$ cat src/rtl/pulse_hs_pkg.sv
package pulse_hs_pkg;
  typedef enum logic [1:0] {
    ST_IDLE       = 2'd0,
    ST_PULSE      = 2'd1,
    ST_WAIT_CLEAR = 2'd2
  } hs_state_e;
endpackage

$ cat src/rtl/hs_timer.sv
module hs_timer #(
  parameter int unsigned PULSE_CYC = 16,
  localparam int unsigned CW = (PULSE_CYC > 2) ? $clog2(PULSE_CYC) : 1
) (
  input  logic clk_i,
  input  logic rst_ni,
  input  logic load_i,
  input  logic run_i,
  output logic expire_o
);
  localparam logic [CW-1:0] LAST = CW'(PULSE_CYC - 1);
  logic [CW-1:0] cnt_q;

  always_ff @(posedge clk_i or negedge rst_ni) begin
    if (!rst_ni)                      cnt_q <= '0;
    else if (load_i)                  cnt_q <= LAST;
    else if (run_i && cnt_q != '0)    cnt_q <= cnt_q - 1'b1;
  end

  assign expire_o = run_i && (cnt_q == '0);

  assert_cnt_range_R4: assert property (@(posedge clk_i) disable iff (!rst_ni)
    cnt_q <= LAST);
  assert_load_full_R4: assert property (@(posedge clk_i) disable iff (!rst_ni)
    load_i |=> cnt_q == LAST);
endmodule

$ cat src/rtl/hs_line_drv.sv
module hs_line_drv #(
  parameter int unsigned CMD_W = 8
) (
  input  logic             clk_i,
  input  logic             rst_ni,
  input  logic             fire_i,
  input  logic             release_i,
  input  logic [CMD_W-1:0] word_i,
  output logic [CMD_W-1:0] line_no
);
  logic [CMD_W-1:0] line_q;

  always_ff @(posedge clk_i or negedge rst_ni) begin
    if (!rst_ni)        line_q <= '1;
    else if (fire_i)    line_q <= ~word_i;
    else if (release_i) line_q <= '1;
  end

  assign line_no = line_q;

  assert_hold_R9: assert property (@(posedge clk_i) disable iff (!rst_ni)
    (!fire_i && !release_i) |=> $stable(line_no));
endmodule

$ cat src/rtl/pulse_handshake.sv
module pulse_handshake
  import pulse_hs_pkg::*;
#(
  parameter int unsigned CMD_W     = 8,
  parameter int unsigned PULSE_CYC = 16
) (
  input  logic             clk_i,
  input  logic             rst_ni,
  input  logic [CMD_W-1:0] cmd_i,
  input  logic             dev_ready_i,
  output logic [CMD_W-1:0] dev_line_no,
  output logic             done_o,
  output logic             not_ready_o
);
  hs_state_e state_q, state_d;
  logic      start, expire;

  assign start = (state_q == ST_IDLE) && (cmd_i != '0) && dev_ready_i;

  always_comb begin
    state_d = state_q;
    unique case (state_q)
      ST_IDLE:       if (start)         state_d = ST_PULSE;
      ST_PULSE:      if (expire)        state_d = ST_WAIT_CLEAR;
      ST_WAIT_CLEAR: if (cmd_i == '0)   state_d = ST_IDLE;
      default:                          state_d = ST_IDLE;
    endcase
  end

  always_ff @(posedge clk_i or negedge rst_ni) begin
    if (!rst_ni) state_q <= ST_IDLE;
    else         state_q <= state_d;
  end

  hs_timer #(.PULSE_CYC(PULSE_CYC)) u_timer (
    .clk_i    (clk_i),
    .rst_ni   (rst_ni),
    .load_i   (start),
    .run_i    (state_q == ST_PULSE),
    .expire_o (expire)
  );

  hs_line_drv #(.CMD_W(CMD_W)) u_drv (
    .clk_i     (clk_i),
    .rst_ni    (rst_ni),
    .fire_i    (start),
    .release_i (expire),
    .word_i    (cmd_i),
    .line_no   (dev_line_no)
  );

  assign done_o      = (state_q == ST_WAIT_CLEAR);
  assign not_ready_o = !dev_ready_i;

  assert_capture_R3: assert property (@(posedge clk_i) disable iff (!rst_ni)
    start |=> dev_line_no == ~$past(cmd_i));
  assert_reject_R7: assert property (@(posedge clk_i) disable iff (!rst_ni)
    (state_q == ST_IDLE && !dev_ready_i) |=> (dev_line_no == '1 && !done_o));
  assert_idle_zero_R2: assert property (@(posedge clk_i) disable iff (!rst_ni)
    (state_q == ST_IDLE && cmd_i == '0) |=> (dev_line_no == '1 && !done_o));
  assert_release_done_R5: assert property (@(posedge clk_i) disable iff (!rst_ni)
    $rose(done_o) |-> dev_line_no == '1);
  assert_done_hold_R6: assert property (@(posedge clk_i) disable iff (!rst_ni)
    (done_o && cmd_i != '0) |=> done_o);
  assert_done_lines_R4: assert property (@(posedge clk_i) disable iff (!rst_ni)
    done_o |-> dev_line_no == '1);
endmodule

$ cat config.mk
export PLATFORM = sky130hd
export DESIGN_NAME = pulse_handshake
export DESIGN_NICKNAME = d
export VERILOG_FILES = /design/src/rtl/pulse_hs_pkg.sv /design/src/rtl/hs_timer.sv /design/src/rtl/hs_line_drv.sv /design/src/rtl/pulse_handshake.sv
export SDC_FILE = /design/constraint.sdc
export NUM_CORES = 1
export LEC_CHECK = 0
export BUFFER_PORTS_ARGS = -buffer_cell sky130_fd_sc_hd__clkbuf_2
export CAP_MARGIN = 20
export CORE_MARGIN = 5
export CORE_UTILIZATION = 43
export DETAILED_ROUTE_END_ITERATION = 12
export PLACE_DENSITY = 0.71
export SLEW_MARGIN = 20
export SYNTH_ARGS = -nofsm -noshare
export SYNTH_HDL_FRONTEND = slang
export SYNTH_SLANG_ARGS = --single-unit
$ cat constraint.sdc
create_clock -name clk_i -period 1.4 [get_ports clk_i]
set_input_delay 0 -clock clk_i [delete_from_list [all_inputs] [get_ports clk_i]]
set_output_delay 0 -clock clk_i [all_outputs]
set_load 0.01 [all_outputs]
==> results of run 1 <==
[stage by stage]
step                      hold slack [ns]  worst slack [ns]  power, mW  instances
after global routing                0.106           -0.0204       2.19        111
after floorplan                    -0.296            0.0939       1.33         61
after CTS                          0.0897            0.0166       2.00        112
after global placement            -0.0733            0.0923       1.66         99
after detailed placement          -0.0763            0.0378       1.69         99
final                              0.0914            0.0290       2.02        111
[where the power goes]
part / total (mW) / switching (mW) / internal [mW]
clock: 0.296 / 0.137 / 0.159
combinational: 0.909 / 0.467 / 0.442
sequential: 0.819 / 0.135 / 0.684
total: 2.02 / 0.740 / 1.28
[layout by cell type, fill, tap and decap left out, types with 3 or more instances in the layout]
master | Yosys | routed
clkbuf_4 | 0 | 3
a21oi_1 | 8 | 7
mux2i_1 | 8 | 8
inv_1 | 4 | 4
o21ai_0 | 4 | 4
clkbuf_2 | 0 | 20
dfrtp_1 | 6 | 6
dlygate4sd3_1 | 0 | 9
dfstp_2 | 8 | 8
nand3_1 | 3 | 3
[critical path: cells and delay by family, from the launching register on]
| family | cells | cell delay [ns] |
|---|---|---|
| flops | 1 | 0.42 |
| simple gates | 3 | 0.88 |
[state kept, by name, indices dropped and copies added (netlist names)]
name           cells
state_q            2
u_drv.line_no      8
u_timer.cnt_q      4
[worst max path at each step]
| stage | slack, ns | startpoint | end |
|---|---|---|---|
| floorplan | 0.09 | u_timer.cnt_q[0]$_DFFE_PN0P_ | u_drv.line_no[1]$_DFFE_PN1P_ |
| global route | -0.02 | u_timer.cnt_q[2]$_DFFE_PN0P_ | u_timer.cnt_q[3]$_DFFE_PN0P_ |
| finish | 0.03 | u_timer.cnt_q[2]$_DFFE_PN0P_ | u_timer.cnt_q[3]$_DFFE_PN0P_ |
| detailed placement | 0.04 | u_timer.cnt_q[0]$_DFFE_PN0P_ | u_timer.cnt_q[0]$_DFFE_PN0P_ |
| global placement | 0.09 | u_timer.cnt_q[0]$_DFFE_PN0P_ | u_timer.cnt_q[0]$_DFFE_PN0P_ |
| CTS | 0.02 | u_timer.cnt_q[0]$_DFFE_PN0P_ | u_timer.cnt_q[0]$_DFFE_PN0P_ |
[cell type report]
| class | instances | area [sq um] | area share (%) |
|---|---|---|---|
| inverters | 4 | 15.0 | 1.54 |
| clock buffers | 4 | 36.3 | 3.71 |
| repair buffers | 32 | 238 | 24.3 |
| flip-flops and latches | 14 | 360 | 36.9 |
| multi-input cells | 41 | 308 | 31.5 |
| well taps | 16 | 20.0 | 2.05 |
[layer usage]
| layer | vias to the layer above | routed length [um] | global-route usage [%] |
|---|---|---|---|
| met2 | 16 | 839 | 23.9 |
| met4 | 0 | 40 | 8.73 |
| met3 | 4 | 94 | 6.02 |
| met1 | 280 | 687 | 17.9 |
| met5 | - | 0 | 0 |
| li1 | 290 | - | - |
[logic make-up (layout without fill, tap and decap cells)]
kind of cell | after synthesis | in the layout | share of synthesized area, %
mux | 8 | 8 | 11.7
compound gates | 16 | 16 | 14.9
buf+inv | 6 | 40 | 4.37
flops | 14 | 14 | 52.5
simple gates | 16 | 16 | 14.8
fa+ha+maj | 1 | 1 | 1.82
[what timing repair did]
action | in CTS | in global routing
hold buffers | 9 | 0
setup endpoints to repair | 0 | 6
resized for setup | 0 | 3
hold endpoints to repair | 22 | 0
setup buffers | 0 | 0
==> results.ini, run 1 <==
[run_status]
status=complete, no violations

[floorplan]
std_cell_rows=14
fp.dieArea_sq_mm=0.00250
core_area_sq_mm=0.00151
die_w_um=50.0
die_y_um=50.0
start_util_pct=45.6
ios=21

[layout]
nets=108
area_growth_pct=42.3
fillers=120
antennaDiodeCount=0
drive_above_1_share_pct=43.2
final_core_util_pct=64.9
fin_area_sq_um=977

[timing]
period_share_pct=97.9
max_freq_ghz=0.729
maxSlewViolCount=0
fin_tns_setup_ns=0
period_needed_ns=1.37
hold_violations=0
worst_slew_pin_slew_ns=0.345
fin_skew_ns=0.00487
setup_viol=0
max_slew_margin_pct=77.0

[worst_hold_path]
min_from=cmd_i[0]
min_to=state_q[1]$_DFFE_PN0P_
hp-class=input pin to flip-flop
whs_path_depth=4

[worst_setup_path]
reg2reg_from=u_timer.cnt_q[2]$_DFFE_PN0P_
critPathCaptureType=flip-flop
cp_slowest_cell=dfrtp_1
crit_arrival_ns=1.60
path_class=flip-flop to flip-flop
rr_endpoint=u_timer.cnt_q[3]$_DFFE_PN0P_
reg2reg_slack_ns=0.03
max_stage_delay_ns=0.42
critPathRequiredTime_ns=1.62
start_kind=flip-flop
reg2regPathDepth=3
cp_max_fo=4
path_cells=or3_1 > or4_1 > nand3_1

[synth]
netlist_area_sq_um=687
async_flop_share_pct=100
yosysSeqAreaShare_pct=52.5
synth_edf_count=0
ys_top_cells_by_area=dfstp_2 31%, dfrtp_1 22%, mux2i_1 12%
synthTopCellsByCount=8 x a21oi_1, 8 x dfstp_2, 8 x mux2i_1
avgSynthCellArea_sq_um=11.3
synthFlopType=dfstp_2
ys.warnings.count=0
yosys.area.top_type_share_pct=30.6
ys_ff_latch=14
syn_nets=73
synth_cell_types=23
synth_largest_area_cell=dfstp_2
synth_cells=61

[placed_design]
port_buffers=20
place_congestion=0.719
place_area_sq_um=847

[routing]
drc=0
drt-vias-per-instance=5.32
final_antenna_net_count=0
drtPass1Iterations=4
num_vias=590
dr.first_iter.drc_count=15
routed_wl_mm=1.66
wl_per_cell_um=15.0

[global_route]
grt_overflow=0
antenna_found_initial=0
gr-usage-all-layers_pct=15.5
grt_pass1_wl_mm=2.90
grt_pass1_vias=641
grt_max_degree=15

[power]
p_per_area_mw_per_mm2=2070
p_leak_nw=0.497
ir_drop_uv=1020

[clocking]
path_clk_slew_ns=0.09
clockBufferDepth=2
cts_buffers=3
htreeDepth=1
cts.sinks=14
cts_tree=built
root_buffer=clkbuf_4
clk-insertion-delay-late_ns=0.29

[run]
maxCapViolations=0

(Power assumes the default switching activity.)
==> run 2: changes to the inputs <==
- PLACE_DENSITY: 0.71 -> 0.72
- SYNTH_HIERARCHICAL: unset -> 1
==> run 2 against run 1 <==
The flow now finishes with violations (setup timing). Area after synthesis decreased by 3.6%. Global-route usage fell by 2.2 points. Design area is 6.8% higher. Register-to-register slack worse by 0.04 ns. Flip-flop and latch count stayed put. Critical path type unchanged.
==> results.ini, run 2 <==
[synth]
synth_top_family_by_area=compound AO/OA/AOI/OAI gates
synth-xor-area-share_pct=0  ; unchanged
synth-compound-area-share_pct=17.6  ; +2.6 points
synth_edf_count=0  ; unchanged
yosys.area_share.adder_pct=1.89  ; +0.069 points
synthFlopType=dfstp_2
ys_top_cells_by_area=dfstp_2 32%, dfrtp_1 23%, a2bb2oi_1 11%
netlist_area_sq_um=662  ; -3.6%
avgSynthCellArea_sq_um=12.3  ; +8.8%
yosys.area.top_type_share_pct=31.8  ; +1.2 points
yosysSeqAreaShare_pct=54.4  ; +2.0 points
ys_ff_latch=14  ; unchanged
async_flop_share_pct=100  ; unchanged
synth_simple_gate_area_share_pct=17.4  ; +2.6 points
synthTopCellsByCount=8 x a2bb2oi_1, 8 x dfstp_2, 6 x dfrtp_1
syn_nets=66  ; -9.6%
muxShareOfSynthArea_pct=3.02  ; -8.6 points
ys.warnings.count=6  ; +6
synth_cells=54  ; -11%
synth_largest_area_cell=dfstp_2
synth_cell_types=21  ; -8.7%

[worst_setup_path]
crit_arrival_ns=1.58  ; -0.02 ns
critPathRequiredTime_ns=1.56  ; -0.06 ns
cp_max_fo=4  ; unchanged
worst-path-buf-inv=0  ; unchanged
path_cells=nor2b_4 > or4b_4 > a211o_1
cp_slowest_cell=or4b_4
critical_path_depth=3  ; unchanged
crit_family=simple AND/OR/NAND/NOR gates
max_stage_delay_ns=0.48  ; +0.06 ns
critical_path.startpoint=state_q[1]$_DFFE_PN0P_
start_kind=flip-flop
rr_endpoint=u_timer/cnt_q[3]$_DFFE_PN0P_
reg2reg_from=state_q[1]$_DFFE_PN0P_
reg2reg_slack_ns=-0.01  ; -0.04 ns
reg2regPathDepth=3  ; unchanged
critPathCaptureType=flip-flop
path_class=flip-flop to flip-flop
worstSetupEndpoint=u_timer/cnt_q[3]$_DFFE_PN0P_

[timing]
worst_slew_pin_slew_ns=0.340  ; -0.00460 ns
period_needed_ns=1.41  ; +0.0422 ns
maxSlewViolCount=0  ; unchanged
period_share_pct=101  ; +3.0 points
fin_skew_ns=0.00339  ; -0.00148 ns
setup_ws_ns=-0.0132  ; -0.0422 ns
hold_violations=0  ; unchanged
setup_viol=1  ; +1
max_freq_ghz=0.708  ; -3.0%
max_slew_margin_pct=77.3  ; +0.31 points
rsz0062_at_grt=yes

[layout]
nets=109  ; +0.93%
seq_area_sq_um=360  ; unchanged
final_core_util_pct=70.1  ; +5.2 points
final_cells=112  ; +0.90%
mostFrequentLayoutCells=20 x clkbuf_2, 10 x buf_4, 9 x dlygate4sd3_1
fillers=93  ; -23%
fin_area_sq_mm=0.00104  ; +6.8%
multiInputGateArea_sq_um=332  ; +7.7%
drive_above_1_share_pct=64.6  ; +21 points
largest_register_ffs=8  ; unchanged
final_common_cell=clkbuf_2
antennaDiodeCount=0  ; unchanged
area_growth_pct=57.7

[routing]
drc=0  ; unchanged
num_vias=567  ; -3.9%
final_antenna_net_count=0  ; unchanged
wl_per_cell_um=14.6  ; -2.4%
routed_wl_mm=1.64  ; -1.6%
dr.first_iter.drc_count=9  ; -6
drt-vias-per-instance=5.06  ; -4.8%
drtPass1Iterations=5  ; +1

[placed_design]
port_buffers=20  ; unchanged
post-dp-hpwl_mm=1.07
place_congestion=0.805  ; +12%
place_area_sq_um=822  ; -3.0%
post-place-cells=96  ; -3.0%

[worst_hold_path]
hp-class=input pin to flip-flop
whs_path_depth=2  ; -2

[floorplan]
die_w_um=49.2  ; -1.5%
die_y_um=49.2  ; -1.5%
std_cell_rows=14  ; unchanged
core_area_sq_mm=0.00149  ; -1.2%
fp.dieArea_sq_mm=0.00242  ; -2.9%
ios=21  ; unchanged
start_util_pct=44.5  ; -1.1 points

[power]
p_per_area_mw_per_mm2=2140  ; +3.3%
p_leak_nw=0.488  ; -1.8%
ir_drop_uv=1060  ; +4.0%
total_power_mw=2.23  ; +10%

[clocking]
clk-insertion-delay-late_ns=0.27  ; -0.02 ns
cts_tree=built
root_buffer=clkbuf_4
clockBufferDepth=2  ; unchanged
path_clk_slew_ns=0.08  ; about the same
cts_buffers=3  ; unchanged
cts.sinks=14  ; unchanged
htreeDepth=1  ; unchanged

[global_route]
gr-usage-all-layers_pct=13.3  ; -2.2 points
grt_max_degree=15  ; unchanged
antenna_found_initial=0  ; unchanged
grt_pass1_vias=576  ; -10%
grt_overflow=0  ; unchanged
grt_pass1_wl_mm=2.50  ; -14%

[run_status]
status=complete, but fails checks
violations=setup timing

[run]
maxCapViolations=0  ; unchanged

[run 2: metal layers]
metal	wire length [um]	GRT usage [%]	vias to the layer above
met2	842	20.2	7
met1	732	16.7	274
li1	-	-	284
met4	23	8.07	0
met3	37	3.06	2
met5	0	0	-
[run 2: worst register-to-register path, cell delays in order (launching register included)]
cell	delay, ns
dfrtp_1	0.42
nor2b_4	0.15
or4b_4	0.48
a211o_1	0.26
[run 2: layout make-up]
class                           count  share of cell area (%)
Sequential cell                    14                    34.5
Multi-Input combinational cell     34                    31.8
Timing Repair Buffer               40                    26.9
Clock buffer                        4                    3.48
Tap cell                           16                    1.92
Inverter                            4                    1.44
[run 2: how the worst min path moves through the flow]
stage | startpoint | to | slack, ns
after global placement | rst_ni | u_timer/cnt_q[1]$_DFFE_PN0P_ | -0.09
after floorplan | rst_ni | state_q[0]$_DFFE_PN0P_ | -0.30
after detailed placement | rst_ni | state_q[1]$_DFFE_PN0P_ | -0.08
final | dev_ready_i | state_q[0]$_DFFE_PN0P_ | 0.02
after global routing | dev_ready_i | state_q[0]$_DFFE_PN0P_ | 0.03
after CTS | dev_ready_i | state_q[0]$_DFFE_PN0P_ | 0.009
[run 2: where the power goes]
group	switching (mW)	internal (mW)
logic	0.444	0.679
clock network	0.122	0.158
registers	0.156	0.674
total	0.722	1.51
[run 2: logic make-up after synthesis]
logic type | Yosys count
AND/OR/NAND/NOR | 18
flip-flops | 14
AO/OA/AOI/OAI | 13
buffers and inverters | 6
multiplexers | 2
adder cells (fa/ha/maj) | 1
[run 2: repair_timing]
action / 4_1_cts / 5_1_grt
setup endpoints to repair: 10 / 12
pin swaps: 0 / 2
hold endpoints to repair: 22 / 0
hold buffers: 9 / 0
buffers inserted: 2 / 1
gates resized for setup: 3 / 12
[run 2: per-stage QoR]
stage          hold WS (ns)  setup WS (ns)  setup TNS, ns
2_1_floorplan        -0.296         0.0207              0
3_3_place_gp        -0.0851        -0.0152        -0.0152
6_report             0.0171        -0.0132        -0.0132
3_5_place_dp        -0.0847        -0.0538         -0.339
5_1_grt              0.0312        -0.0744         -0.232
4_1_cts             0.00897        0.00612              0
==> run 3: changes to the inputs <==
- CORE_UTILIZATION: 43 -> 46
- CTS_BUF_LIST: unset -> sky130_fd_sc_hd__clkbuf_8
- PLACE_DENSITY: 0.72 -> 0.76
==> run 3 against run 2 <==
The flow still finishes with violations (setup timing). Core utilization is 13 points higher. Critical endpoint is now u_drv/line_no[2]$_DFFE_PN1P_. Die area is 5.2% lower. Worst hold slack gained 0.051 ns. Sequential power is 3.1% higher. Clock power increased by 40%. Non-clock buffer count is 2 higher. Global-route usage up 6.3 points.
==> results.ini, run 3 (synthesis gave the netlist of run 2 again) <==
[routing]
drtPass1Iterations=4  ; -1
wl_per_cell_um=21.0  ; +44%
dr.first_iter.drc_count=26  ; +17
final_antenna_net_count=0  ; unchanged
routed_wl_mm=2.38  ; +45%
drt-vias-per-instance=5.86  ; +16%
num_vias=662  ; +17%
drc=0  ; unchanged

[run_status]
violations=setup timing
status=complete, but fails checks

[power]
p_sw_share_pct=34.7  ; +2.3 points
total_power_mw=2.62  ; +18%
pwr-share-clk_pct=14.9  ; +2.4 points
p_int_mw=1.71  ; +14%
p_switching_mw=0.910  ; +26%
seqPwrFrac_pct=32.6  ; -4.6 points
p_comb_share_pct=52.5  ; +2.2 points
p_leak_nw=0.521  ; +6.8%
ir_drop_uv=1420  ; +34%
p_per_area_mw_per_mm2=2350  ; +10%

[clocking]
cts_buffers=3  ; unchanged
path_clk_slew_ns=0.06  ; -0.02 ns
cts.sinks=14  ; unchanged
clockBufferDepth=2  ; unchanged
clk-insertion-delay-late_ns=0.24  ; -0.03 ns
root_buffer=clkbuf_8
cts_tree=built
htreeDepth=1  ; unchanged

[worst_setup_path]
critPathCaptureType=flip-flop
reg2reg_from=u_timer/cnt_q[0]$_DFFE_PN0P_
rr_endpoint=u_drv/line_no[2]$_DFFE_PN1P_
reg2regPathDepth=6  ; +3
cp_max_fo=8  ; +4
start_kind=flip-flop
crit_arrival_ns=1.62  ; +0.04 ns
critPathRequiredTime_ns=1.57  ; about the same
reg2reg_slack_ns=-0.05  ; -0.04 ns
path_class=flip-flop to flip-flop

[layout]
area_growth_pct=68.4
final_core_util_pct=83.6  ; +13 points
nets=111  ; +1.8%
final_common_cell=clkbuf_2
drive_above_1_share_pct=68.4  ; +3.8 points
fin_area_sq_mm=0.00111  ; +6.8%
mostFrequentLayoutCells=20 x clkbuf_2, 11 x buf_4, 9 x dlygate4sd3_1
largest_register_ffs=8  ; unchanged
antennaDiodeCount=0  ; unchanged

[timing]
max_slew_margin_pct=76.7  ; -0.64 points
maxSlewViolCount=0  ; unchanged
period_share_pct=104  ; +2.6 points
hold_violations=0  ; unchanged
setup_viol=9  ; +8
max_freq_ghz=0.690  ; -2.5%
setup_ws_ns=-0.0499  ; -0.0367 ns
fin_tns_setup_ns=-0.249  ; -0.236 ns
worst_slew_pin_slew_ns=0.349  ; +0.00954 ns
fin_skew_ns=0.00112  ; -0.00227 ns
rsz0062_at_grt=yes
period_needed_ns=1.45  ; +0.0367 ns

[global_route]
grt_pass1_vias=621  ; +7.8%
grt_pass1_wl_mm=2.93  ; +17%
antenna_found_initial=0  ; unchanged
gr-usage-all-layers_pct=19.6  ; +6.3 points
grt_max_degree=15  ; unchanged
grt_overflow=0  ; unchanged

[floorplan]
std_cell_rows=13  ; -1
die_y_um=47.9  ; -2.7%
ios=21  ; unchanged
fp.dieArea_sq_mm=0.00230  ; -5.2%
start_util_pct=49.6  ; +5.2 points
core_area_sq_mm=0.00133  ; -10%
die_w_um=47.9  ; -2.7%

[run]
maxCapViolations=0  ; unchanged

[placed_design]
place_congestion=0.730  ; -9.3%
port_buffers=20  ; unchanged
place_area_sq_um=821  ; -0.15%

[worst_hold_path]
hp-class=input pin to flip-flop
whs_path_depth=2  ; unchanged
min_from=dev_ready_i
min_to=state_q[0]$_DFFE_PN0P_

-- run 3: what timing repair did --
item	CTS	global route
endpoints found under the setup margin	9	12
hold buffers	9	0
setup buffers	3	3
gates resized for setup	3	21
pin swaps	1	10
endpoints found under the hold margin	22	0
-- run 3: layout make-up --
class                   instances  area (sq um)
fillers                        72           219
clock buffers                   4          55.1
inverters                       4          15.0
multi-input cells              34           362
flip-flops and latches         14           360
repair buffers                 42           304
well taps                      15          18.8
-- run 3: critical path, stage by stage, from the launching register on --
cell and delay [ns]:
dfrtp_1 0.42, inv_2 0.10, ha_4 0.15, nand2_4 0.06, nor3_4 0.21, or2_4 0.26, a2bb2oi_2 0.17
-- run 3: per-stage QoR --
stage,std cells,setup WS (ns),hold WS (ns)
2_1_floorplan,54,0.0207,-0.296
3_3_place_gp,95,-0.0563,-0.0882
3_5_place_dp,95,-0.125,-0.0867
4_1_cts,110,-0.0285,0.0353
5_1_grt,113,-0.0653,0.0799
6_report,113,-0.0499,0.0677
-- run 3: layer usage --
metal	part of all wire, %	global-route usage [%]
met1	38	21.3
met2	55	31.9
met3	4.2	3.38
met4	3.0	17.7
met5	0	0
-- run 3: worst max-delay path by stage --
stage	start	to	slack, ns	cells past startpoint
2_1_floorplan	state_q[1]$_DFFE_PN0P_	u_timer/cnt_q[3]$_DFFE_PN0P_	0.02	3
3_3_place_gp	state_q[1]$_DFFE_PN0P_	u_drv/line_no[4]$_DFFE_PN1P_	-0.06	5
3_5_place_dp	u_timer/cnt_q[0]$_DFFE_PN0P_	u_drv/line_no[4]$_DFFE_PN1P_	-0.12	6
4_1_cts	state_q[1]$_DFFE_PN0P_	u_timer/cnt_q[3]$_DFFE_PN0P_	-0.03	3
5_1_grt	state_q[1]$_DFFE_PN0P_	u_drv/line_no[2]$_DFFE_PN1P_	-0.07	6
6_report	u_timer/cnt_q[0]$_DFFE_PN0P_	u_drv/line_no[2]$_DFFE_PN1P_	-0.05	6
-- run 3: power groups by stage --
| stage | combinational (mW) | sequential [mW] | clock, mW |
|---|---|---|---|
| floorplan | 0.511 | 0.841 | 0 |
| global placement | 0.891 | 0.789 | 0 |
| detailed placement | 0.913 | 0.792 | 0 |
| CTS | 0.995 | 0.800 | 0.398 |
| global route | 1.45 | 0.871 | 0.420 |
| finish | 1.38 | 0.856 | 0.392 |
